## src/rtl/mst_pkg.sv

```systemverilog
package mst_pkg;

  typedef enum logic {
    ST_IDLE = 1'b0,
    ST_RUN  = 1'b1
  } mstState_e;

  // Strobes from control to datapath
  typedef struct packed {
    logic load;     // place the one at position 0
    logic advance;  // move the one up by a single position
    logic clear;    // return the injection vector to zero
  } mstStrobe_t;

endpackage

```

## src/rtl/mst_compare.sv

```systemverilog
module mst_compare #(
  parameter int NUM_SIG = 6
) (
  input  logic [NUM_SIG-1:0] sideA,
  input  logic [NUM_SIG-1:0] sideB,
  output logic               mismatch
);

  logic [NUM_SIG-1:0] bitDiff;

  for (genvar i = 0; i < NUM_SIG; i++) begin : g_bit
    assign bitDiff[i] = sideA[i] ^ sideB[i];
  end

  assign mismatch = |bitDiff;

endmodule

```

## src/rtl/mst_datapath.sv

```systemverilog
module mst_datapath
  import mst_pkg::*;
#(
  parameter int NUM_SIG = 6
) (
  input  logic               clk,
  input  logic               rstN,
  input  mstStrobe_t         strobe,
  input  logic [NUM_SIG-1:0] liveBus,
  input  logic [NUM_SIG-1:0] refBus,
  output logic [NUM_SIG-1:0] testVec,
  output logic               lastPos,
  output logic               mismatch
);

  localparam logic [NUM_SIG-1:0] FIRST_VEC = NUM_SIG'(1);

  logic [NUM_SIG-1:0] walkVec;
  logic [NUM_SIG-1:0] sideA;

  always_ff @(posedge clk or negedge rstN) begin
    if (!rstN) begin
      walkVec <= '0;
    end else if (strobe.load) begin
      walkVec <= FIRST_VEC;
    end else if (strobe.clear) begin
      walkVec <= '0;
    end else if (strobe.advance) begin
      walkVec <= {walkVec[NUM_SIG-2:0], 1'b0};
    end
  end

  // Fault injection into the live side only
  assign sideA   = liveBus ^ walkVec;
  assign testVec = walkVec;
  assign lastPos = walkVec[NUM_SIG-1];

  mst_compare #(.NUM_SIG(NUM_SIG)) u_cmp (
    .sideA    (sideA),
    .sideB    (refBus),
    .mismatch (mismatch)
  );

endmodule

```

## src/rtl/mst_control.sv

```systemverilog
module mst_control
  import mst_pkg::*;
(
  input  logic       clk,
  input  logic       rstN,
  input  logic       start,
  input  logic       clrErr,
  input  logic       mismatch,
  input  logic       lastPos,
  output mstStrobe_t strobe,
  output logic       busy,
  output logic       done,
  output logic       errPulse,
  output logic       stErr
);

  mstState_e state;
  mstState_e stateNext;
  logic      inRun;
  logic      failHere;
  logic      finish;

  assign inRun    = (state == ST_RUN);
  assign failHere = inRun & ~mismatch;
  assign finish   = inRun & (~mismatch | lastPos);

  always_comb begin
    strobe.load    = ~inRun & start;
    strobe.advance = inRun & mismatch & ~lastPos;
    strobe.clear   = finish;
  end

  always_comb begin
    stateNext = state;
    unique case (state)
      ST_IDLE: if (start)  stateNext = ST_RUN;
      ST_RUN:  if (finish) stateNext = ST_IDLE;
      default:             stateNext = ST_IDLE;
    endcase
  end

  always_ff @(posedge clk or negedge rstN) begin
    if (!rstN) begin
      state    <= ST_IDLE;
      done     <= 1'b0;
      errPulse <= 1'b0;
      stErr    <= 1'b0;
    end else begin
      state    <= stateNext;
      done     <= finish;
      errPulse <= failHere;
      stErr    <= failHere | (stErr & ~clrErr);
    end
  end

  assign busy = inRun;

endmodule

```

## src/rtl/mismatch_selftest.sv

```systemverilog
module mismatch_selftest
  import mst_pkg::*;
#(
  parameter int NUM_SIG = 6
) (
  input  logic               clk,
  input  logic               rstN,
  input  logic               start,
  input  logic               clrErr,
  input  logic [NUM_SIG-1:0] liveBus,
  input  logic [NUM_SIG-1:0] refBus,
  output logic [NUM_SIG-1:0] testVec,
  output logic               mismatch,
  output logic               busy,
  output logic               done,
  output logic               stErr,
  output logic               errPulse
);

  mstStrobe_t strobe;
  logic       lastPos;

  mst_control u_ctrl (
    .clk      (clk),
    .rstN     (rstN),
    .start    (start),
    .clrErr   (clrErr),
    .mismatch (mismatch),
    .lastPos  (lastPos),
    .strobe   (strobe),
    .busy     (busy),
    .done     (done),
    .errPulse (errPulse),
    .stErr    (stErr)
  );

  mst_datapath #(.NUM_SIG(NUM_SIG)) u_dp (
    .clk      (clk),
    .rstN     (rstN),
    .strobe   (strobe),
    .liveBus  (liveBus),
    .refBus   (refBus),
    .testVec  (testVec),
    .lastPos  (lastPos),
    .mismatch (mismatch)
  );

endmodule

```

## config.mk

```make
export PLATFORM = sky130hd
export DESIGN_NAME = mismatch_selftest
export DESIGN_NICKNAME = d
export VERILOG_FILES = /design/src/rtl/mst_pkg.sv /design/src/rtl/mst_compare.sv /design/src/rtl/mst_datapath.sv /design/src/rtl/mst_control.sv /design/src/rtl/mismatch_selftest.sv
export SDC_FILE = /design/constraint.sdc
export NUM_CORES = 1
export LEC_CHECK = 0
export ABC_CLOCK_PERIOD_IN_PS = 1500
export BUFFER_PORTS_ARGS = -buffer_cell sky130_fd_sc_hd__buf_2
export CELL_PAD_IN_SITES_DETAIL_PLACEMENT = 0
export CELL_PAD_IN_SITES_GLOBAL_PLACEMENT = 1
export CORE_MARGIN = 4
export CORE_UTILIZATION = 32
export DETAILED_ROUTE_END_ITERATION = 16
export PLACE_DENSITY_LB_ADDON = 0.15
export SETUP_SLACK_MARGIN = 0.3
export SYNTH_ARGS = -nofsm -noshare
export SYNTH_HDL_FRONTEND = slang
export SYNTH_SLANG_ARGS = --single-unit
```

## constraint.sdc

```tcl
create_clock -name clk -period 1.5 [get_ports clk]
set_input_delay 0.15 -clock clk [delete_from_list [all_inputs] [get_ports clk]]
set_output_delay 0.15 -clock clk [all_outputs]
set_load 0.005 [all_outputs]
```

Word level (Yosys, flattened, before mapping)
Cells that the tools add are included.
W data, S select, Z words.

word-level totals
  register bits after elaboration = 10
  output and inout port bits = 11
  logic and storage cells = 32

cells by class
  mux-type cells = 6
  bitwise gates (word level) = 19
  reductions and logical operators = 2

operators with widths
  cell                number
  $mux W6             3
  $and A1 B1 Y1       6
  $reduce_or A6 Y1    1
  $xor A1 B1 Y1       6
  $xor A6 B6 Y6       1
  $not A1 Y1          4
  $reduce_bool A3 Y1  1
  $mux W1             2
  $or A1 B1 Y1        2
  $pmux W1 S2         1

Longest topological paths before layout
  depth after elaboration = 8
  mapped depth = 4
  gate-level depth less buffers = 3

By module
From an unflattened synthesis, not the netlist that was laid out.

unflattened totals
  cell total of the unflattened synthesis = 48
  area, all modules = 526.8 µm²

by module, submodules not included
  module        instances  cells each  area an instance (µm²)  seq. area each (µm²)
  mst_datapath  1          26          307.8                   150.1
  mst_control   1          14          155.1                   100.1
  mst_compare   1          8           63.8                    0.0

Worst setup path before layout
No wires, ideal clock.

  kind = register to register
  start = register u_dp.walkVec[5], in the netlist u_dp.testVec[5]
  end = register u_ctrl.done
  library setup time = 75 ps
  data arrival time = 1593 ps
  required time = 1425 ps
  slack = -169 ps
  cell stages (with the launch flop) = 5
  path buffers = 1
  clock period less this slack = 1669 ps
  cells stage by stage = dfrtp_1 > buf_6 > xor3_2 > or4_4 > o21ai_2

RTL lines
  what                    line                source
  from (decl)             mst_datapath.sv:18  logic [NUM_SIG-1:0] walkVec;
  from (signal assigned)  mst_datapath.sv:29  walkVec <= {walkVec[NUM_SIG-2:0], 1'b0};
  to (signal assigned)    mst_control.sv:50   done <= finish;
  to (decl)               mst_control.sv:12   output logic done,

Worst setup path after layout
  start = register u_dp.walkVec[3], in the netlist u_dp.testVec[3]
  end = output mismatch

between the ends
  longest elaborated chain between the ends = 3

ends and longest elaborated chain
  what              line                     source
  $xor A6 B6 Y6     mst_datapath.sv:34       assign sideA = liveBus ^ walkVec;
  $xor A1 B1 Y1     mst_compare.sv:12        assign bitDiff[i] = sideA[i] ^ sideB[i];
  $reduce_or A6 Y1  mst_compare.sv:15        assign mismatch = |bitDiff;
  to (decl)         mismatch_selftest.sv:13  output logic mismatch,

Every way passes these cells.

==> results.md <==
* I/O pins at 27
* Clk pin slew, worst setup/hold paths at 0.07 ns
* Number of slew-limit violations in the final report at 0
* Met3 usage at 0.02797
* Fraction of post-synthesis cell area in the top cell type by area at 0.3472
* # nets final at 123
* Synth Cell Area at 720.7 sq um
* Critical path fanouts, max at 2
* Vert. Die Dim at 55.46 um
* Number of synthesized flops with an enable pin at 0
* Total detailed-routing wirelength at 1.905 mm
* Wire length of the first global-routing pass at 2.980 mm
* Die outline area at 0.003075 sq mm
* Max Cap Violations at 0
* Routability congestion estimate at 0.8264
* Share of layout cells above drive strength 1 at 0.6226
* Count of buffers inserted at the top-level ports at 26
* Final Hold Violating Endpoints at 0
* Maximum clock frequency at 0.5845 GHz
* Register-to-register setup slack at -0.21 ns
* HPWL after detailed placement at around 1.3 mm
* Required @ worst endpoint at 1.35 ns
* Leading cell type in the layout, fill and taps excluded: buf_2
* Count of buffer and inverter cells on the critical path at 2
* Busiest metal layer after global routing: met2
* GR Util met2 at 0.1909
* Clock H-tree levels at 1
* Average detailed-routed wire length per instance at ~14 um
* Clk sinks at 10
* Largest net degree at the start of global routing at 13
* Leakage power figure at between 0.6 and 0.7 nW
* Violated checks: setup timing
* Crit path time final at 1.711 ns
* Cell Area, Placed at 925.9 sq um
* Crit path arrival time at 1.56 ns
* Die W at between 50 and 60 um
* Via Count at 667
* Count of TritonRoute iterations in the first routing pass at 3
* Post-synthesis net count at 78
* Number of remaining DRC errors at 0
* TritonCTS Buffers at 3
* Post-route clock period utilization at 1.141
* Maximum ir drop on the vdd rail at 828.1 uV
* FILL cells at 196
* Number of warnings printed during yosys synthesis at 0
* Util after Layout at 0.5760
* Proportion of synthesized flip-flops having asynchronous set or reset at 1.000
* Std-Cell Core Area at 0.002042 sq mm
* Post-detailed-route count of antenna-violating nets at 0
* Sequential fraction of the synthesis area at 0.3472
* GRT Residual Overflow at 0
* Outcome: complete, but fails checks
* Max-slew headroom at the worst pin at 0.7449
* Starting utilization of the core area at 0.3529
* Library cell with the largest summed area after synthesis: dfrtp_1
* Clk Latency, worst-skew pair at 0.26 ns
* Root buffer cell: clkbuf_4
* Crit-path slowest cell: dfrtp_1
* Post-route non-filler standard cell count at about 130
* Final setup vio count at 9
* Fin Clk Skew at 0.002505 ns
* Global-route track usage on met1 at 0.1517
* Cell chain of the critical path: xor3_2 > nor4_4 > buf_4 > nand3_1 > buf_2
* PnR worst setup slack at -0.2108 ns
* Pwr/cell area at ~1700 mW/mm^2
* Placed Instances at 120
* Share of synthesized cell area in full adder, half adder and majority cells at 0
* Crit path kind: flop to output port
* Flip-flop and latch count after synthesis at 10
* Initial antenna violation count at 0
* Maximum clock path buffer count at 2
* Combinational family with the most area after synthesis: XOR/XNOR gates
* Pin slew with the least headroom to its limit at 0.3813 ns
* Count of standard-cell rows at 16
* Most used DFF post-synth: dfrtp_1
* Commonest non-fill, non-tap cells in the layout: buf_2, buf_6, dfrtp_1
* Post-synthesis share of cell area spent on and, or, nand and nor gates at 0.2014
* Synth top area cells: dfrtp_1, xor3_1, xnor3_1
* Ant diodes at 0
* Synth Area in XOR/XNOR at 0.2622
* Mux share of post-synthesis cell area at 0
* CP delay by family, top: flip-flops
* Total global routing track utilization at 0.1215
* Tightest Hold Check Type: input port to flop
* First-iteration detailed-routing DRC count at 5
* Power Total at just over 2 mW
* Number of vias per cell at 5.015
* Highest cell delay on the worst timing path at 0.38 ns
* Area growth from synthesis to layout at 63.19%
* Post-route cell area at 0.001176 sq mm
* Library cells used by synthesis at 22
* Setup repair after global routing missed its margin: yes
* Post-synthesis compound-gate area fraction at 0.1476
* Endpoint kind of the worst setup timing path: output port
* Via count of the first global-routing pass at 674
* Post-synthesis area per instance at approximately 12 sq um
* Clock tree from TritonCTS: built
* Startpoint types: flop
* Number of standard cells after synthesis at 62
## path summary, 6_finish.rpt
check / to / depth (start not counted) / start
min: u_ctrl.stErr / 2 / clrErr
max reg2reg: u_dp.testVec[1] / 7 / u_dp.testVec[3]
max in group asynchronous: u_ctrl.busy / 2 / rstN
min in group asynchronous: u_dp.testVec[2] / 2 / rstN
max: mismatch / 5 / u_dp.testVec[3]
min reg2reg: u_ctrl.stErr / 2 / u_ctrl.stErr
## area by class of cell
cell class / instances / area [sq um] / area share
Multi-Input combinational cell: 47 / 550.5 / 0.4681
Timing Repair Buffer: 43 / 296.5 / 0.2521
Tap cell: 27 / 33.78 / 0.02872
Clock buffer: 4 / 36.28 / 0.03085
Inverter: 2 / 7.507 / 0.006383
Sequential cell: 10 / 251.5 / 0.2138
## power by group
| part | leakage [nW] | switching, mW | internal, mW |
|---|---|---|---|
| sequential | 0.129 | 0.0716 | 0.355 |
| combinational | 0.452 | 0.634 | 0.726 |
| clock | 0.0210 | 0.0962 | 0.147 |
## what timing repair did
| action | in CTS | in global routing |
|---|---|---|
| setup buffers | 6 | 2 |
| hold buffers | 1 | 0 |
| endpoints found under the hold margin | 10 | 0 |
| resized for setup | 12 | 11 |
| pin swaps | 10 | 6 |
| setup endpoints to repair | 10 | 11 |
## synthesized netlist by cell type (2+ instances only)
| cell | count |
|---|---|
| nand2_1 | 6 |
| o21ai_0 | 5 |
| o41ai_1 | 5 |
| inv_1 | 2 |
| nor2_1 | 4 |
| dfrtp_1 | 10 |
| xnor3_1 | 2 |
| nand3_1 | 7 |
| and3b_2 | 4 |
| xor3_1 | 5 |
## registers in the layout, summed over array words and instances, names as in the netlist
name / flops
u_ctrl.busy: 1
u_dp.testVec: 6
u_ctrl.errPulse: 1
u_ctrl.stErr: 1
u_ctrl.done: 1
## per-layer routing
metal	vias up	routed length, um
met1	322	790
met5	-	0
met3	4	100
met2	20	972
met4	0	42
li1	321	-
## logic make-up after synthesis
| family | Yosys count |
|---|---|
| and+or+nand+nor | 25 |
| AOI/OAI and AO/OA | 14 |
| buffers and inverters | 5 |
| DFF | 10 |
| xor gates and xnor gates | 8 |
## stage by stage
stage / TNS, ns / worst slack, ns / hold slack, ns
final: -1.277 / -0.2108 / 0.07159
after global routing: -1.942 / -0.2957 / 0.07124
after CTS: -0.8690 / -0.2354 / 0.06754
after detailed placement: -0.09402 / -0.08838 / 0.02589
after global placement: -0.1236 / -0.1064 / 0.02580
after floorplan: 0 / 0.06074 / -0.1456
No activity file was read; power rests on OpenSTA's default activity.
